--- config.mk ---
export PLATFORM = sky130hd
export DESIGN_NAME = hdlc_rx_frame
export DESIGN_NICKNAME = d
export VERILOG_FILES = /design/src/rtl/hdlc_rx_pkg.sv /design/src/rtl/hdlc_rx_slot_mask.sv /design/src/rtl/hdlc_rx_bitclass.sv /design/src/rtl/hdlc_rx_crc.sv /design/src/rtl/hdlc_rx_frame.sv
export SDC_FILE = /design/constraint.sdc
export NUM_CORES = 1
export LEC_CHECK = 0
export BUFFER_PORTS_ARGS = -buffer_cell sky130_fd_sc_hd__buf_2
export CAP_MARGIN = 20
export CORE_MARGIN = 2
export CORE_UTILIZATION = 45
export DETAILED_ROUTE_END_ITERATION = 6
export PLACE_DENSITY = 0.74
export SYNTH_ARGS = -nofsm -noshare
export SYNTH_HDL_FRONTEND = slang
export SYNTH_SLANG_ARGS = --single-unit
export TNS_END_PERCENT = 20
--- constraint.sdc ---
create_clock -name clk_i -period 2.6 [get_ports clk_i]
set_input_delay 0.39 -clock clk_i [delete_from_list [all_inputs] [get_ports clk_i]]
set_output_delay 0.39 -clock clk_i [all_outputs]
set_load 0.05 [all_outputs]
--- src/rtl/hdlc_rx_pkg.sv ---
package hdlc_rx_pkg;
  typedef enum logic {ST_HUNT = 1'b0, ST_FRAME = 1'b1} rx_state_e;

  localparam int STAT_W     = 4;
  localparam int ST_CRC     = 0;
  localparam int ST_ABT     = 1;
  localparam int ST_ALN     = 2;
  localparam int ST_LEN     = 3;
  localparam int STUFF_ONES = 5;
  localparam int FLAG_ONES  = 6;
  localparam int FCS16_OCT  = 2;
  localparam int FCS32_OCT  = 4;

  localparam logic [31:0] POLY16 = 32'h0000_8408;
  localparam logic [31:0] POLY32 = 32'hEDB8_8320;
  localparam logic [15:0] GOOD16 = 16'hF0B8;
  localparam logic [31:0] GOOD32 = 32'hDEBB_20E3;

  function automatic logic [31:0] crc_octet(input logic [31:0] c, input logic [7:0] d,
                                            input logic wide);
    logic [31:0] r;
    r = c;
    for (int i = 0; i < 8; i++) begin
      logic fb;
      fb = r[0] ^ d[i];
      r  = r >> 1;
      if (fb) r = r ^ (wide ? POLY32 : POLY16);
      if (!wide) r[31:16] = 16'h0;
    end
    return r;
  endfunction
endpackage

--- src/rtl/hdlc_rx_slot_mask.sv ---
module hdlc_rx_slot_mask #(
  parameter int SLOT_BITS = 8
) (
  input  logic clk_i,
  input  logic rst_ni,
  input  logic en_i,
  input  logic mode56_i,
  output logic keep_o
);
  localparam int CW = $clog2(SLOT_BITS);
  localparam logic [CW-1:0] LAST = CW'(SLOT_BITS - 1);

  logic [CW-1:0] slot_q;

  always_ff @(posedge clk_i or negedge rst_ni) begin
    if (!rst_ni) slot_q <= '0;
    else if (en_i) slot_q <= (slot_q == LAST) ? '0 : slot_q + 1'b1;
  end

  assign keep_o = en_i & ~(mode56_i & (slot_q == LAST));
endmodule

--- src/rtl/hdlc_rx_bitclass.sv ---
module hdlc_rx_bitclass
  import hdlc_rx_pkg::*;
(
  input  logic clk_i,
  input  logic rst_ni,
  input  logic bv_i,
  input  logic b_i,
  output logic flag_o,
  output logic abort_o,
  output logic data_v_o
);
  logic [3:0] ones_q;
  logic       stuff;

  assign flag_o   = bv_i & ~b_i & (ones_q == 4'(FLAG_ONES));
  assign stuff    = bv_i & ~b_i & (ones_q == 4'(STUFF_ONES));
  assign abort_o  = bv_i &  b_i & (ones_q == 4'(FLAG_ONES));
  assign data_v_o = bv_i & ~flag_o & ~stuff & ~abort_o;

  always_ff @(posedge clk_i or negedge rst_ni) begin
    if (!rst_ni) ones_q <= '0;
    else if (bv_i) begin
      if (!b_i) ones_q <= '0;
      else if (ones_q != 4'hF) ones_q <= ones_q + 4'd1;
    end
  end
endmodule

--- src/rtl/hdlc_rx_crc.sv ---
module hdlc_rx_crc
  import hdlc_rx_pkg::*;
(
  input  logic       clk_i,
  input  logic       rst_ni,
  input  logic       init_i,
  input  logic       wide_i,
  input  logic       byte_v_i,
  input  logic [7:0] byte_i,
  output logic       ok_o
);
  logic [31:0] crc_q;
  logic [31:0] preset;

  assign preset = wide_i ? 32'hFFFF_FFFF : 32'h0000_FFFF;

  always_ff @(posedge clk_i or negedge rst_ni) begin
    if (!rst_ni) crc_q <= 32'hFFFF_FFFF;
    else if (init_i) crc_q <= preset;
    else if (byte_v_i) crc_q <= crc_octet(crc_q, byte_i, wide_i);
  end

  assign ok_o = wide_i ? (crc_q == GOOD32) : (crc_q[15:0] == GOOD16);
endmodule

--- src/rtl/hdlc_rx_frame.sv ---
module hdlc_rx_frame
  import hdlc_rx_pkg::*;
#(
  parameter int LEN_W     = 12,
  parameter int SLOT_BITS = 8
) (
  input  logic              clk_i,
  input  logic              rst_ni,
  input  logic              bit_i,
  input  logic              bit_en_i,
  input  logic              crc32_i,
  input  logic              transp_i,
  input  logic              mode56_i,
  input  logic [LEN_W-1:0]  min_len_i,
  input  logic [LEN_W-1:0]  max_len_i,
  output logic [7:0]        data_o,
  output logic              valid_o,
  output logic              sof_o,
  output logic              eof_o,
  output logic [STAT_W-1:0] status_o
);
  localparam int FCS_MAX = FCS32_OCT;
  localparam int FILL_W  = $clog2(FCS_MAX + 1);

  logic              keep, flag, abort, data_v, crc_ok;
  rx_state_e         state_q;
  logic [7:0]        sh_q;
  logic [2:0]        bcnt_q;
  logic [LEN_W-1:0]  octs_q;
  logic [FILL_W-1:0] fill_q;
  logic              first_q;
  logic [7:0]        pipe_q [FCS_MAX];
  logic [7:0]        byte_new;
  logic              push, len_err;
  logic [FILL_W-1:0] fcs_n;
  logic [7:0]        pipe_out;
  logic [STAT_W-1:0] end_stat;

  hdlc_rx_slot_mask #(.SLOT_BITS(SLOT_BITS)) u_mask (
    .clk_i(clk_i), .rst_ni(rst_ni), .en_i(bit_en_i), .mode56_i(mode56_i), .keep_o(keep)
  );

  hdlc_rx_bitclass u_cls (
    .clk_i(clk_i), .rst_ni(rst_ni), .bv_i(keep), .b_i(bit_i),
    .flag_o(flag), .abort_o(abort), .data_v_o(data_v)
  );

  assign byte_new = {bit_i, sh_q[7:1]};
  assign push     = ~transp_i & data_v & (state_q == ST_FRAME) & (bcnt_q == 3'd7);
  assign fcs_n    = crc32_i ? FILL_W'(FCS32_OCT) : FILL_W'(FCS16_OCT);
  assign pipe_out = crc32_i ? pipe_q[FCS32_OCT-1] : pipe_q[FCS16_OCT-1];
  assign len_err  = (octs_q < min_len_i) || (octs_q > max_len_i);

  hdlc_rx_crc u_crc (
    .clk_i(clk_i), .rst_ni(rst_ni), .init_i(flag), .wide_i(crc32_i),
    .byte_v_i(push), .byte_i(byte_new), .ok_o(crc_ok)
  );

  always_comb begin
    end_stat = '0;
    if (bcnt_q != 3'd7) end_stat[ST_ALN] = 1'b1;
    else begin
      end_stat[ST_CRC] = ~crc_ok;
      end_stat[ST_LEN] = len_err;
    end
  end

  // withholding window: newest octet in stage 0
  for (genvar g = 0; g < FCS_MAX; g++) begin : g_pipe
    always_ff @(posedge clk_i or negedge rst_ni) begin
      if (!rst_ni) pipe_q[g] <= '0;
      else if (push) begin
        if (g == 0) pipe_q[g] <= byte_new;
        else pipe_q[g] <= pipe_q[(g == 0) ? 0 : g - 1];
      end
    end
  end

  always_ff @(posedge clk_i or negedge rst_ni) begin
    if (!rst_ni) begin
      state_q  <= ST_HUNT;
      sh_q     <= '0;
      bcnt_q   <= '0;
      octs_q   <= '0;
      fill_q   <= '0;
      first_q  <= 1'b0;
      data_o   <= '0;
      valid_o  <= 1'b0;
      sof_o    <= 1'b0;
      eof_o    <= 1'b0;
      status_o <= '0;
    end else begin
      valid_o  <= 1'b0;
      sof_o    <= 1'b0;
      eof_o    <= 1'b0;
      status_o <= '0;
      if (transp_i) begin
        if (keep) begin
          sh_q   <= byte_new;
          bcnt_q <= bcnt_q + 3'd1;
          if (bcnt_q == 3'd7) begin
            valid_o <= 1'b1;
            data_o  <= byte_new;
          end
        end
      end else if (flag) begin
        if (state_q == ST_FRAME && octs_q != '0) begin
          eof_o    <= 1'b1;
          status_o <= end_stat;
        end
        state_q <= ST_FRAME;
        bcnt_q  <= '0;
        octs_q  <= '0;
        fill_q  <= '0;
        first_q <= 1'b1;
      end else if (abort) begin
        if (state_q == ST_FRAME && octs_q != '0) begin
          eof_o            <= 1'b1;
          status_o[ST_ABT] <= 1'b1;
        end
        state_q <= ST_HUNT;
      end else if (data_v && state_q == ST_FRAME) begin
        sh_q   <= byte_new;
        bcnt_q <= bcnt_q + 3'd1;
        if (push) begin
          if (octs_q != '1) octs_q <= octs_q + 1'b1;
          if (fill_q == fcs_n) begin
            valid_o <= 1'b1;
            data_o  <= pipe_out;
            sof_o   <= first_q;
            first_q <= 1'b0;
          end else begin
            fill_q <= fill_q + 1'b1;
          end
        end
      end
    end
  end
endmodule

==> out/results.tsv <==
metric	value	unit
synth-seq-cells	113	
intPower	0.00678	W
setup_viol_count_final	0	
start_util	46.0	%
clk_pin_slew_worst_paths	0.05	ns
drt_wl_total	14.3	mm
max-slew-margin-rel	54.7	%
dp_hpwl	9.84	mm
synth_top_area_cell	dfrtp_1	
cp-end-kind	flop	
pre_cts_ws	0.133	ns
worst-slew-pin-transition	0.676	ns
yosysTopAreaCellShare	30.3	%
ys_seq_area_share	42.9	%
min_period	2.38	ns
dpl_cell_area	7230	um^2
std_cell_rows	44	
nets	826	
drc	0	
power.clock.fraction	22.1	%
antenna_cells	0	
syn_area_per_cell	9.58	um^2
grt_pass1_vias	4990	
hold_class	primary input to flop	
core	14500	um^2
crit_slowest_cell	dfrtp_1	
yosysWarnings	0	
crit_path_cell_trace	ha_1 > ha_1 > a21boi_1 > buf_4 > nand2_1 > and4_1 > nor3_2 > buf_4 > nand3_1 > xor2_1 > nor2_1	
synth_cells	698	
drt-initial-drc-count	276	
synth_nets	762	
cts_sinks	113	
tns	0	ns
synth-edff-count	0	
setup_ws	0.222	ns
cts_tree	built	
antenna_found_initial	0	
antenna_left	0	
p_switching	0.00423	W
max_clock_freq	420	MHz
fin_cells	959	
synth_top_cells_by_count	nand2_1, dfrtp_1, xnor2_1	
port_buffers	45	
maxCapViolCount	0	
critical_path.max_stage_delay	0.39	ns
vias	5033	
synthFlopType	dfrtp_1	
final_area	7880	um^2
ys_types	57	
layout-drive-gt1-share	22.3	%
power.density	1400	nW/um^2
wl_per_cell	14.9	um
drv_slew	0	
yosys-top-cells-area	dfrtp_1, dfstp_2, nand2_1	
cts_root_buf	clkbuf_16	
fin_crit_sh	91.5	%
track_usage	19.4	%
arrival	2.73	ns
syn_to_final_growth	17.9	%
gp_congestion	0.886	
hold_viol_final	0	
path_class	flop to flop	
start_kind	flop	
syn_area	6680	um^2
grt-ovfl-total	0	
cts-buffers-inserted	17	
synthArstFlopShare	100	%
place_inst	925	
grt_max_degree	51	
cts_max_path_buffers	2	
combPwrFrac	52.9	%
total_power	0.0110	W
drt_first_pass_iters	4	
h-tree-depth	4	
die-width	126	um
dieHeight	126	um
swShare	38.4	%
skew	0.00872	ns
required	2.95	ns
fillCellCount	1298	
status	complete, no violations	
vias_per_cell	5.25	
grt_first_pass_wirelength	24.6	mm
yosysMostFrequentCell	nand2_1	
p_leak	3.83	nW
die_area	15800	um^2
seqPwrFrac	25.0	%
ir_drop	888	uV
boundaryPins	46	
clock_latency	0.43	ns
cp_max_fo	14	
flip-flops by register name (all words and copies together) (netlist names), 4 cells and up:
signal	count
sh_q	7
pipe_q	32
u_cls.ones_q	4
data_o	8
status_o	4
octs_q	12
u_crc.crc_q	32
per-layer routing:
metal	track usage [%]	routed length, um	up-vias
met5	0	0	-
met4	7.63	246	0
met3	5.06	562	16
met2	30.1	6800	83
met1	26.1	6720	2441
li1	-	-	2493
critical path, delay by kind of cell, from the launching register on:
| kind | cells | cell delay, ns |
|---|---|---|
| adder cells (fa/ha/maj) | 2 | 0.40 |
| flip-flops | 1 | 0.39 |
| buffers and inverters | 2 | 0.43 |
| AO/OA/AOI/OAI | 1 | 0.31 |
| XOR/XNOR | 1 | 0.16 |
| AND/OR/NAND/NOR | 5 | 0.61 |
area by class of cell:
class                      count  area, um^2  area share [%]
multi-input combinational    522        3570            45.3
sequential                   113        2870            36.4
timing repair buffer          76         479            6.08
clock buffer                  21         450            5.72
tap                          184         230            2.92
clock inverter                11         161            2.05
inverter                      32         120            1.52
power groups by stage:
stage               registers [W]  logic (W)  clock network (W)
finish                    0.00275    0.00583            0.00243
CTS                       0.00275    0.00585            0.00247
global placement          0.00276    0.00577                  0
global route              0.00281    0.00638            0.00255
floorplan                 0.00280    0.00460                  0
detailed placement        0.00277    0.00580                  0
placed cells by master (no fill, tap or decap), types with 2 or more instances in the layout:
cell	n
nand2_1	159
dfrtp_1	81
xnor2_1	47
buf_2	44
ha_1	33
o21ai_0	32
inv_1	32
dfstp_2	32
a21oi_1	31
buf_4	29
nor2_1	28
xor2_1	24
nand3_1	22
mux2_2	18
clkbuf_16	17
mux2i_1	14
nand4_1	12
o211ai_1	12
a21o_1	7
and3_1	7
and2_1	6
a22o_1	5
nor2b_1	5
clkinv_2	5
nand2b_1	4
o31ai_1	4
nor4_1	4
bufinv_16	4
o21a_1	3
xnor2_2	3
xnor2_4	3
a41oi_1	3
xor2_2	3
nand4b_1	3
clkbuf_1	3
nor4bb_1	2
and4_1	2
xor2_4	2
xnor3_1	2
nor3_1	2
metrics by stage:
stage | utilization (%) | hold WS, ns
floorplan | - | 0.0944
global placement | 49.8 | 0.445
detailed placement | 49.8 | 0.446
CTS | 54.0 | 0.198
global route | 54.2 | 0.219
finish | 54.2 | 0.208
path summary, 6_finish.rpt:
kind                       slack, ns                    startpoint  depth (start not counted)                           end
max                             0.22  u_mask.slot_q[0]$_DFFE_PN0P_                         11         octs_q[8]$_DFFE_PN0P_
min                             0.21                      bit_en_i                          2  u_mask.slot_q[0]$_DFFE_PN0P_
max reg2reg                     0.22  u_mask.slot_q[0]$_DFFE_PN0P_                         11         octs_q[8]$_DFFE_PN0P_
min reg2reg                     0.46        pipe_q[14]$_DFFE_PN0P_                          2         pipe_q[6]$_DFFE_PN0P_
max in group asynchronous       1.37                        rst_ni                          3    u_crc.crc_q[4]$_DFFE_PN1P_
min in group asynchronous       0.54                        rst_ni                          2         data_o[5]$_DFFE_PN0P_
cell families after synthesis:
group / synth area share, %
and+or+nand+nor: 17.3
DFF: 42.9
AOI/OAI and AO/OA: 9.94
xor gates and xnor gates: 13.9
buffers and inverters: 3.95
muxes: 5.84
adders and majority gates: 6.18
what timing repair did:
action / CTS / global route
resized for setup: 0 / 3
setup endpoints to repair: 0 / 5
setup buffers: 0 / 0
hold buffers: 1 / 0
hold endpoints to repair: 5 / 0
(Power assumes the default switching activity.)
